$ cat src/rtl/fuse_prog_pkg.sv
package fuse_prog_pkg;

   typedef enum logic [2:0] {
      FP_OK        = 3'd0,
      FP_BAD_PARAM = 3'd1,
      FP_BUSY      = 3'd2,
      FP_TIMEOUT   = 3'd3,
      FP_WRITE_ERR = 3'd4
   } fp_status_e;

   typedef enum logic [3:0] {
      S_IDLE,
      S_FETCH,
      S_LOAD,
      S_SCAN,
      S_WAIT_IDLE,
      S_ARM,
      S_WAIT_DONE,
      S_SETTLE,
      S_CHECK
   } fp_state_e;

endpackage

$ cat src/rtl/fuse_prog_timer.sv
module fuse_prog_timer #(
   parameter int TICK_CYCLES = 48,
   parameter int CNT_W       = 8
) (
   input  logic             clk,
   input  logic             rst_n,
   input  logic             restart,
   input  logic [CNT_W-1:0] limit,
   output logic             expired
);

   logic             tick;
   logic [CNT_W-1:0] tick_q;

   generate
      if (TICK_CYCLES == 1) begin : g_every_cycle
         assign tick = 1'b1;
      end else begin : g_divided
         localparam int CYC_W = $clog2(TICK_CYCLES);
         logic [CYC_W-1:0] cyc_q;
         assign tick = (cyc_q == CYC_W'(TICK_CYCLES - 1));
         always_ff @(posedge clk or negedge rst_n) begin
            if (!rst_n)       cyc_q <= '0;
            else if (restart) cyc_q <= '0;
            else if (tick)    cyc_q <= '0;
            else              cyc_q <= cyc_q + CYC_W'(1);
         end
      end
   endgenerate

   always_ff @(posedge clk or negedge rst_n) begin
      if (!rst_n)                       tick_q <= '0;
      else if (restart)                 tick_q <= '0;
      else if (tick && (tick_q != '1))  tick_q <= tick_q + CNT_W'(1);
   end

   assign expired = (tick_q >= limit);

   // tick count only moves upward between restarts (R5, R6, R7 windows)
   assert_tick_no_wrap_R7: assert property (@(posedge clk) disable iff (!rst_n)
      !restart |=> (tick_q >= $past(tick_q)));

endmodule

$ cat src/rtl/fuse_lowbit_pick.sv
module fuse_lowbit_pick #(
   parameter int N     = 32,
   parameter int IDX_W = $clog2(N)
) (
   input  logic [N-1:0]     vec,
   output logic [IDX_W-1:0] idx,
   output logic             any
);

   always_comb begin
      idx = '0;
      any = |vec;
      for (int i = N - 1; i >= 0; i--) begin
         if (vec[i]) idx = IDX_W'(i);
      end
   end

endmodule

$ cat src/rtl/fuse_addr_split.sv
module fuse_addr_split #(
   parameter int BYTE_W     = 7,
   parameter int NUM_MACROS = 4,
   parameter int MACRO_W    = 2,
   parameter int ROW_W      = 5
) (
   input  logic [BYTE_W-1:0]  byte_ofs,
   output logic [MACRO_W-1:0] macro,
   output logic [ROW_W-1:0]   row
);

   generate
      if (NUM_MACROS == 1) begin : g_single
         assign macro = '0;
         assign row   = ROW_W'(byte_ofs);
      end else begin : g_interleaved
         localparam int SH = $clog2(NUM_MACROS);
         assign macro = byte_ofs[SH-1:0];
         assign row   = ROW_W'(byte_ofs >> SH);
      end
   endgenerate

endmodule

$ cat src/rtl/fuse_word_prog.sv
module fuse_word_prog
   import fuse_prog_pkg::*;
#(
   parameter int WORD_W          = 32,
   parameter int ARRAY_BYTES     = 128,
   parameter int NUM_MACROS      = 4,
   parameter int ADDR_W          = 16,
   parameter int TICK_CYCLES     = 48,
   parameter int IDLE_WAIT_TICKS = 10,
   parameter int DONE_WAIT_TICKS = 10,
   parameter int SETTLE_TICKS    = 100,
   localparam int BYTES_PER_WORD = WORD_W / 8,
   localparam int SEL_W          = $clog2(BYTES_PER_WORD),
   localparam int BYTE_W         = $clog2(ARRAY_BYTES),
   localparam int WADDR_W        = BYTE_W - SEL_W,
   localparam int MACRO_W        = (NUM_MACROS > 1) ? $clog2(NUM_MACROS) : 1,
   localparam int ROW_W          = $clog2(ARRAY_BYTES / NUM_MACROS)
) (
   input  logic               clk,
   input  logic               rst_n,
   input  logic               req_valid,
   input  logic [ADDR_W-1:0]  req_offset,
   input  logic [WORD_W-1:0]  req_data,
   output logic               done,
   output logic [2:0]         status,
   output logic               rd_en,
   output logic [WADDR_W-1:0] rd_word_addr,
   input  logic [WORD_W-1:0]  rd_data,
   output logic               cmd_start,
   output logic [MACRO_W-1:0] cmd_macro,
   output logic [ROW_W-1:0]   cmd_row,
   output logic [2:0]         cmd_bit,
   input  logic               cmd_busy
);

   localparam int POS_W   = $clog2(WORD_W);
   localparam int MAX_LIM = (IDLE_WAIT_TICKS > DONE_WAIT_TICKS)
                            ? ((IDLE_WAIT_TICKS > SETTLE_TICKS) ? IDLE_WAIT_TICKS : SETTLE_TICKS)
                            : ((DONE_WAIT_TICKS > SETTLE_TICKS) ? DONE_WAIT_TICKS : SETTLE_TICKS);
   localparam int CNT_W   = $clog2(MAX_LIM + 1);

   // elaboration-time parameter checks
   generate
      if (WORD_W < 16 || (WORD_W & (WORD_W - 1)) != 0) begin : g_bad_word
         $error("WORD_W must be a power of two of at least 16");
      end
      if ((ARRAY_BYTES & (ARRAY_BYTES - 1)) != 0 || ARRAY_BYTES < BYTES_PER_WORD) begin : g_bad_array
         $error("ARRAY_BYTES must be a power of two holding at least one word");
      end
      if ((NUM_MACROS & (NUM_MACROS - 1)) != 0 || NUM_MACROS > ARRAY_BYTES / 2) begin : g_bad_macros
         $error("NUM_MACROS must be a power of two below ARRAY_BYTES");
      end
      if (ADDR_W <= BYTE_W || ADDR_W >= 32) begin : g_bad_addr
         $error("ADDR_W must exceed the array index width and stay below 32");
      end
      if (TICK_CYCLES < 1 || IDLE_WAIT_TICKS < 1 || DONE_WAIT_TICKS < 1 || SETTLE_TICKS < 1) begin : g_bad_time
         $error("tick length and all wait limits must be at least 1");
      end
   endgenerate

   fp_state_e              state_q, state_d;
   fp_status_e             status_q, fin_code;
   logic                   done_q, fin;
   logic [WADDR_W-1:0]     base_q;
   logic [WORD_W-1:0]      pending_q;
   logic [POS_W-1:0]       pos_q;
   logic [POS_W-1:0]       pick_idx;
   logic                   pick_any;
   logic [CNT_W-1:0]       limit;
   logic                   expired;
   logic                   ofs_ok;
   logic [BYTE_W-1:0]      cmd_byte;

   assign ofs_ok = (req_offset < ADDR_W'(ARRAY_BYTES)) && (req_offset[SEL_W-1:0] == '0);

   fuse_lowbit_pick #(.N(WORD_W), .IDX_W(POS_W)) i_pick (
      .vec (pending_q),
      .idx (pick_idx),
      .any (pick_any)
   );

   fuse_prog_timer #(.TICK_CYCLES(TICK_CYCLES), .CNT_W(CNT_W)) i_timer (
      .clk     (clk),
      .rst_n   (rst_n),
      .restart (state_d != state_q),
      .limit   (limit),
      .expired (expired)
   );

   assign cmd_byte = {base_q, pos_q[POS_W-1:3]};
   assign cmd_bit  = pos_q[2:0];

   fuse_addr_split #(
      .BYTE_W(BYTE_W), .NUM_MACROS(NUM_MACROS), .MACRO_W(MACRO_W), .ROW_W(ROW_W)
   ) i_split (
      .byte_ofs (cmd_byte),
      .macro    (cmd_macro),
      .row      (cmd_row)
   );

   always_comb begin
      state_d   = state_q;
      cmd_start = 1'b0;
      rd_en     = 1'b0;
      fin       = 1'b0;
      fin_code  = FP_OK;
      limit     = CNT_W'(MAX_LIM);
      case (state_q)
         S_IDLE: begin
            if (req_valid) begin
               if (!ofs_ok) begin
                  fin      = 1'b1;
                  fin_code = FP_BAD_PARAM;
               end else begin
                  state_d = S_FETCH;
               end
            end
         end
         S_FETCH: begin
            rd_en   = 1'b1;
            state_d = S_LOAD;
         end
         S_LOAD: state_d = S_SCAN;
         S_SCAN: begin
            if (!pick_any) fin = 1'b1;
            else           state_d = S_WAIT_IDLE;
         end
         S_WAIT_IDLE: begin
            limit = CNT_W'(IDLE_WAIT_TICKS);
            if (!cmd_busy) begin
               cmd_start = 1'b1;
               state_d   = S_ARM;
            end else if (expired) begin
               fin      = 1'b1;
               fin_code = FP_BUSY;
            end
         end
         S_ARM: state_d = S_WAIT_DONE;
         S_WAIT_DONE: begin
            limit = CNT_W'(DONE_WAIT_TICKS);
            if (!cmd_busy) begin
               state_d = S_SETTLE;
            end else if (expired) begin
               fin      = 1'b1;
               fin_code = FP_TIMEOUT;
            end
         end
         S_SETTLE: begin
            limit = CNT_W'(SETTLE_TICKS);
            if (expired) begin
               rd_en   = 1'b1;
               state_d = S_CHECK;
            end
         end
         S_CHECK: begin
            if (rd_data[pos_q]) begin
               state_d = S_SCAN;
            end else begin
               fin      = 1'b1;
               fin_code = FP_WRITE_ERR;
            end
         end
         default: state_d = S_IDLE;
      endcase
      if (fin) state_d = S_IDLE;
   end

   always_ff @(posedge clk or negedge rst_n) begin
      if (!rst_n) begin
         state_q   <= S_IDLE;
         status_q  <= FP_OK;
         done_q    <= 1'b0;
         base_q    <= '0;
         pending_q <= '0;
         pos_q     <= '0;
      end else begin
         state_q <= state_d;
         done_q  <= fin;
         if (fin) status_q <= fin_code;
         if (state_q == S_IDLE && req_valid && ofs_ok) begin
            base_q    <= req_offset[BYTE_W-1:SEL_W];
            pending_q <= req_data;
         end
         if (state_q == S_LOAD)                pending_q <= pending_q & ~rd_data;
         if (state_q == S_SCAN && pick_any)    pos_q <= pick_idx;
         if (state_q == S_CHECK && rd_data[pos_q]) pending_q[pos_q] <= 1'b0;
      end
   end

   assign done         = done_q;
   assign status       = status_q;
   assign rd_word_addr = base_q;

   // ---------------- assertions ----------------
   assert_start_when_idle_R10: assert property (@(posedge clk) disable iff (!rst_n)
      cmd_start |-> !cmd_busy);

   assert_start_pulse_R10: assert property (@(posedge clk) disable iff (!rst_n)
      cmd_start |=> !cmd_start);

   assert_done_pulse_R9: assert property (@(posedge clk) disable iff (!rst_n)
      done |=> !done);

   assert_status_hold_R9: assert property (@(posedge clk) disable iff (!rst_n)
      !done |-> $stable(status));

   assert_bad_offset_R1: assert property (@(posedge clk) disable iff (!rst_n)
      (state_q == S_IDLE && req_valid && !ofs_ok) |=> (done && status == FP_BAD_PARAM));

   assert_lowest_first_R3: assert property (@(posedge clk) disable iff (!rst_n)
      cmd_start |-> ((pending_q & ((WORD_W'(1) << pos_q) - WORD_W'(1))) == '0));

endmodule

$ cat config.mk
export PLATFORM = sky130hd
export DESIGN_NAME = fuse_word_prog
export DESIGN_NICKNAME = d
export VERILOG_FILES = /design/src/rtl/fuse_prog_pkg.sv /design/src/rtl/fuse_prog_timer.sv /design/src/rtl/fuse_lowbit_pick.sv /design/src/rtl/fuse_addr_split.sv /design/src/rtl/fuse_word_prog.sv
export SDC_FILE = /design/constraint.sdc
export NUM_CORES = 1
export LEC_CHECK = 0
export BUFFER_PORTS_ARGS = -buffer_cell sky130_fd_sc_hd__buf_2
export CAP_MARGIN = 20
export CORE_MARGIN = 2
export CORE_UTILIZATION = 58
export DETAILED_ROUTE_END_ITERATION = 10
export PLACE_DENSITY = 0.94
export SLEW_MARGIN = 5
export SYNTH_ARGS = -nofsm -noshare
export SYNTH_HDL_FRONTEND = slang
export SYNTH_HIERARCHICAL = 1
export SYNTH_SLANG_ARGS = --single-unit
$ cat constraint.sdc
create_clock -name clk -period 5.7 [get_ports clk]
set_clock_uncertainty 0.15 [all_clocks]
set_input_delay 0 -clock clk [delete_from_list [all_inputs] [get_ports clk]]
set_output_delay 0 -clock clk [all_outputs]
set_load 0.01 [all_outputs]
Word level (Yosys, flattened, before mapping)
Index checks and enable logic that the tools add are counted.
Storage, ports and cells
  bits in registers: 63
  output and inout bits: 21
Operators by class
  eq/ne operators: 11
  bitwise logic cells: 4
  order comparisons: 4
  mux-type cells: 71
  reductions and logical operators: 12
  $add $sub $neg: 2
Operators with widths (number)
  5-bit 2-to-1 mux: 32
  32-bit 2-to-1 mux: 3
  32-bit bitwise AND: 2
  32-bit NOT: 2
  4-bit one-hot mux with 9 select lines: 1
  4-bit 2-to-1 mux: 8
  32-bit OR reduction: 1
  7-bit 2-to-1 mux: 3
  4-bit by 3-bit == test with 1-bit output (second input constant): 4
  16-bit by 8-bit less-than comparator with 1-bit output (second input constant): 1
  1-bit 2-to-1 mux: 12
  6-bit 2-to-1 mux: 2
  3-bit one-hot mux with 4 select lines: 1
  4-bit by 2-bit == test with 1-bit output (second input constant): 2
  2-bit 2-to-1 mux: 4
  7-bit by 1-bit adder with 7-bit output (second input constant): 1
  7-bit >= comparator: 1
  1-bit logical AND: 7
  7-bit inequality test (second input constant): 1
  6-bit by 1-bit adder with 6-bit output (second input constant): 1
  6-bit == test (second input constant): 1
  5-bit by 6-bit less-than comparator with 1-bit output (second input constant): 1
  1-bit binary-select mux with 5-bit select: 1
  1-bit demux with 5-bit select: 1
  other kinds (11): 11

Depth between registers and ports, before layout
  depth after elaboration: 32
  mapped depth: 19
  depth with buffers taken out: 18

Modules after synthesis
Netlist, hierarchy kept.
By module, submodules not included
  fuse_word_prog: area an instance 2984.1 sq um, cells an instance 336, times used 1
  fuse_prog_timer: area an instance 797.0 sq um, cells an instance 80, times used 1
  fuse_lowbit_pick: area an instance 385.4 sq um, cells an instance 65, times used 1
  fuse_addr_split: area an instance 52.6 sq um, cells an instance 7, times used 1

Worst setup path before layout
No wires, ideal clock.
  path kind: reg-to-reg
  from: register state_q[3]
  to: register i_timer.g_divided.cyc_q[0]
  buffers on the path: 2
  arrival time: 3.317 ns
  setup time: 0.136 ns
  data required time: 5.414 ns
  period minus slack after synthesis: 3.603 ns
  cell stages (with the launch flop): 19
  setup slack: 2.097 ns
  cell sequence: dfrtp_1 -> buf_2 -> nand2b_1 -> nor2_1 -> inv_1 -> inv_1 -> ha_1 -> a21o_1 -> a31oi_1 -> o21ai_0 -> a21o_1 -> mux2_2 -> o32a_1 -> nor2_1 -> inv_1 -> and2_1 -> o31ai_1 -> clkbuf_1 -> nor3_1
Between the ends
  longest elaborated chain between the ends: 10
RTL lines
  start, declared: line fuse_word_prog.sv:61  | fp_state_e state_q, state_d;
  start signal, assigned: line fuse_word_prog.sv:177  | state_q <= state_d;
  4-bit by 3-bit == test with 1-bit output: line fuse_word_prog.sv:108  | case (state_q)
  2-bit OR reduction (no line) (*)
  7-bit 2-to-1 mux (*): line fuse_word_prog.sv:108
  net limit[1]: line fuse_word_prog.sv:69  | logic [CNT_W-1:0] limit;
  7-bit >= comparator (*): line fuse_prog_timer.sv:37  | assign expired = (tick_q >= limit);
  net expired: line fuse_word_prog.sv:70  | logic expired;
  1-bit 2-to-1 mux: line fuse_word_prog.sv:133, fuse_word_prog.sv:143
  1-bit 2-to-1 mux: line fuse_word_prog.sv:130  | if (!cmd_busy) begin
  1-bit one-hot mux with 4 select lines: line fuse_word_prog.sv:108
  4-bit 2-to-1 mux (*): line fuse_word_prog.sv:165  | if (fin) state_d = S_IDLE;
  4-bit inequality test (*): line fuse_word_prog.sv:85  | .restart (state_d != state_q),
  6-bit 2-to-1 mux (*): line fuse_prog_timer.sv:24  | else if (restart) cyc_q <= '0;
  end signal, assigned: line fuse_prog_timer.sv:26  | else cyc_q <= cyc_q + CYC_W'(1);
  end, declared: line fuse_prog_timer.sv:20  | logic [CYC_W-1:0] cyc_q;
The timed path passes the listed nets; every way through them passes the cells marked *.
A chain may end at the register's enable or synchronous reset.

Worst setup path after layout
  from: register state_q[3]
  to: register i_timer.tick_q[2]
Between the ends
  longest elaborated chain between the ends: 10
RTL lines
  4-bit by 3-bit == test with 1-bit output: line fuse_word_prog.sv:108
  2-bit OR reduction (no line) (*)
  7-bit 2-to-1 mux (*): line fuse_word_prog.sv:108
  net limit[1]: line fuse_word_prog.sv:69
  7-bit >= comparator (*): line fuse_prog_timer.sv:37
  net expired: line fuse_word_prog.sv:70
  1-bit 2-to-1 mux: line fuse_word_prog.sv:133, fuse_word_prog.sv:143
  1-bit 2-to-1 mux: line fuse_word_prog.sv:130
  1-bit one-hot mux with 4 select lines: line fuse_word_prog.sv:108
  4-bit 2-to-1 mux (*): line fuse_word_prog.sv:165
  4-bit inequality test (*): line fuse_word_prog.sv:85
  7-bit 2-to-1 mux or 2-bit nonzero test (tied branches)
  end signal, assigned: line fuse_prog_timer.sv:34  | else if (tick && (tick_q != '1)) tick_q <= tick_q + CNT_W'(1);
  end, declared: line fuse_prog_timer.sv:13  | logic [CNT_W-1:0] tick_q;
Marked as above.

==> results.cfg <==
[outcome]
outcome = finished clean

[synth]
synthFlopType = dfrtp_1
yosysWarnings = 6
synth_area_mm2 = 0.00422
syn_inst = 488
yosysTopAreaCell = dfrtp_1
yosys_register_bits = 63
synth_cell_type_count = 65
ys_seq_area_share_pct = 37.4
ys_top_cells_by_area = dfrtp_1, nor4_1, a22oi_1, o21ai_0, nand2_1
synth_top_area_share_pct = 37.4
yosysMostFrequentCell = dfrtp_1
async_flop_share_pct = 100
synth_edf_count = 0
ys_top_cells_by_count = dfrtp_1, nand2_1, nor2_1, nor4_1, o21ai_0
avgSynthCellArea_um2 = 8.65

[setup_path]
r2r_cells = 19
end_kind = flip-flop
rr_endpoint = i_timer/tick_q[2]
cp_common_cell = inv_1
rrSetupSlack_ns = 1.83
arrival_ns = 3.95
path_max_fanout = 15
slowest_delay_ns = 0.48
crit_type = reg2reg
crit_chain = nand2b_1 > nor2_1 > inv_1 > inv_1 > ha_1 > a21o_1 > a31oi_1 > o21ai_0 > a21o_1 > mux2_2 > o32a_1 > nor2_1 > inv_1 > and2_1 > o31ai_1 > buf_4 > nand2b_1 > a21oi_1 > a31o_1
cp-start-kind = flip-flop
rr_startpoint = state_q[3]
required_ns = 5.78
slowest_stage = dfrtp_1

[finish]
nets = 740
area_growth_pct = 34.8
nFillCells = 423
multiInputGateArea_mm2 = 0.00239
antennaDiodeCount = 0
final_area_mm2 = 0.00569
layout.area.seq_mm2 = 0.00158
drive_above_1_share_pct = 23.9

[timing]
fmax_mhz = 259
worst_pin_slew_ns = 1.13
min_period_ns = 3.87
final_max_slew_viol_count = 0
setup_slack_ns = 1.83
slew_headroom_pct = 24.5
hold_viol = 0
period_share_pct = 67.9
grt_setup_unrepaired = no
setup_viol = 0
finalSetupTns_ns = 0

[global_routing]
grt_max_degree = 64
track_usage_pct = 37.7
grt-ovfl-total = 0
grt_pass1_wl_mm = 22.7
grt_pass1_vias = 4585
antenna_found_initial = 0

[route]
vias_per_cell = 6.61
wl_met1_mm = 5.35
drt-wirelength-per-cell_um = 19.5
wirelength_mm = 14.6
maxUsedRoutingLayer = met4
route.detailed.drc = 0
vias = 4966
ant_nets = 0
firstDrtPassIters = 8
dr_wl_met2_mm = 6.67
wl_met3_mm = 1.75
drt-initial-drc-count = 813

[floorplan]
die_h_um = 89.3
core_area_mm2 = 0.00714
row_count = 31
initial_utilization_pct = 59.1
die_w_um = 89.3
dieArea_mm2 = 0.00797
boundaryPins = 105

[hold_path]
hold_depth = 4
hold_start = rd_data[22]
min_to = pending_q[22]
hold_class = in2reg

[pwr]
powerDensity_mw_per_mm2 = 193
ir_drop_mv = 0.138
leakagePower_nw = 2.73

[placement]
port_buffers = 104
place_area_mm2 = 0.00473
dp_hpwl_mm = 9.00
pre_cts_ws_ns = 1.90
place_congestion = 0.951

[clock_network]
cts_root_buf = clkbuf_8
cts_buffers = 9
cts_tree = done
postCtsHoldBufs = 74
h-tree-depth = 3
cts_sinks = 63
clk_pin_slew_ns = 0.07
clockBufferDepth = 2
cts_resized = 0
post_cts_buffers = 0
insertion_delay_ns = 0.34

[run]
max_cap_violations = 0
[worst max-delay path by stage]
stage | startpoint | end | slack, ns
2_1_floorplan | state_q[3] | i_timer/g_divided.cyc_q[0] | 2.10
3_3_place_gp | state_q[0] | i_timer/tick_q[3] | 2.09
3_5_place_dp | state_q[3] | i_timer/tick_q[2] | 1.90
4_1_cts | state_q[3] | i_timer/tick_q[2] | 1.90
5_1_grt | state_q[3] | i_timer/tick_q[3] | 1.63
6_report | state_q[3] | i_timer/tick_q[2] | 1.83
[logic make-up after synthesis]
family | count (synthesis) | share of synthesized area [%]
xor gates and xnor gates | 4 | 0.831
adders and majority gates | 9 | 2.67
DFF | 63 | 37.4
and+or+nand+nor | 198 | 25.1
other | 1 | 0.0889
buffers and inverters | 58 | 6.29
AOI/OAI and AO/OA | 125 | 19.8
muxes | 30 | 7.86
[per-layer routing]
| layer | GRT usage (%) | up-vias |
|---|---|---|
| met5 | 0 | - |
| met4 | 21.2 | 0 |
| met3 | 9.97 | 107 |
| met2 | 58.7 | 435 |
| met1 | 47.8 | 2291 |
| li1 | - | 2133 |
[cell type report]
type | count | area share, %
clock inverters | 4 | 0.792
inverters | 21 | 1.39
multi-input cells | 368 | 42.0
repair buffers | 184 | 23.3
well taps | 99 | 2.18
clock buffers | 12 | 2.55
flip-flops and latches | 63 | 27.7
[power by group]
part / total [W] / internal, W / switching, W
Clock: 0.000385 / 0.000212 / 0.000173
Sequential: 0.000513 / 0.000477 / 0.0000361
Combinational: 0.000197 / 0.000101 / 0.0000961
Total: 0.00109 / 0.000789 / 0.000305
[worst max-delay path: cells and delay by family (launching register included)]
kind	cells	cell delay, ns
compound gates	8	1.23
mux	1	0.29
simple gates	5	0.86
buf+inv	4	0.47
fa+ha+maj	1	0.24
flops	1	0.48
[cell usage in the layout, fill, tap and decap left out, types with 3 or more instances in the layout]
| master | n |
|---|---|
| buf_2 | 104 |
| dlygate4sd3_1 | 74 |
| dfrtp_1 | 63 |
| nand2_1 | 44 |
| nor4_1 | 42 |
| nor2_1 | 41 |
| o21ai_0 | 36 |
| a22oi_1 | 32 |
| inv_1 | 20 |
| a21oi_1 | 16 |
| nor3_1 | 15 |
| mux2i_1 | 14 |
| mux2_2 | 14 |
| nand3_1 | 13 |
| clkbuf_8 | 10 |
| ha_1 | 9 |
| o31ai_1 | 6 |
| nand2b_1 | 5 |
| and3_1 | 5 |
| buf_4 | 5 |
| o22ai_1 | 4 |
| nor2b_1 | 4 |
| o21ai_1 | 4 |
| nor2_2 | 4 |
| a21o_1 | 4 |
| and2_1 | 3 |
| clkinv_2 | 3 |
| xnor2_1 | 3 |
[state kept, by name (all words and copies together) (netlist names)]
signal,cells
pos_q,5
i_timer/tick_q,7
state_q,4
done,1
i_timer/g_divided.cyc_q,6
rd_word_addr,5
status,3
pending_q,32
[through the flow]
step	hold WS (ns)	utilization, %	instances	power [W]
global placement	0.0520	66.2	660	0.000668
global route	0.0148	79.7	751	0.00114
CTS	0.000494	79.3	750	0.00108
finish	0.0182	79.7	751	0.00109
detailed placement	0.0790	66.2	660	0.000683
floorplan	-0.446	-	489	0.000608
Power figures use the tool's default switching activity.
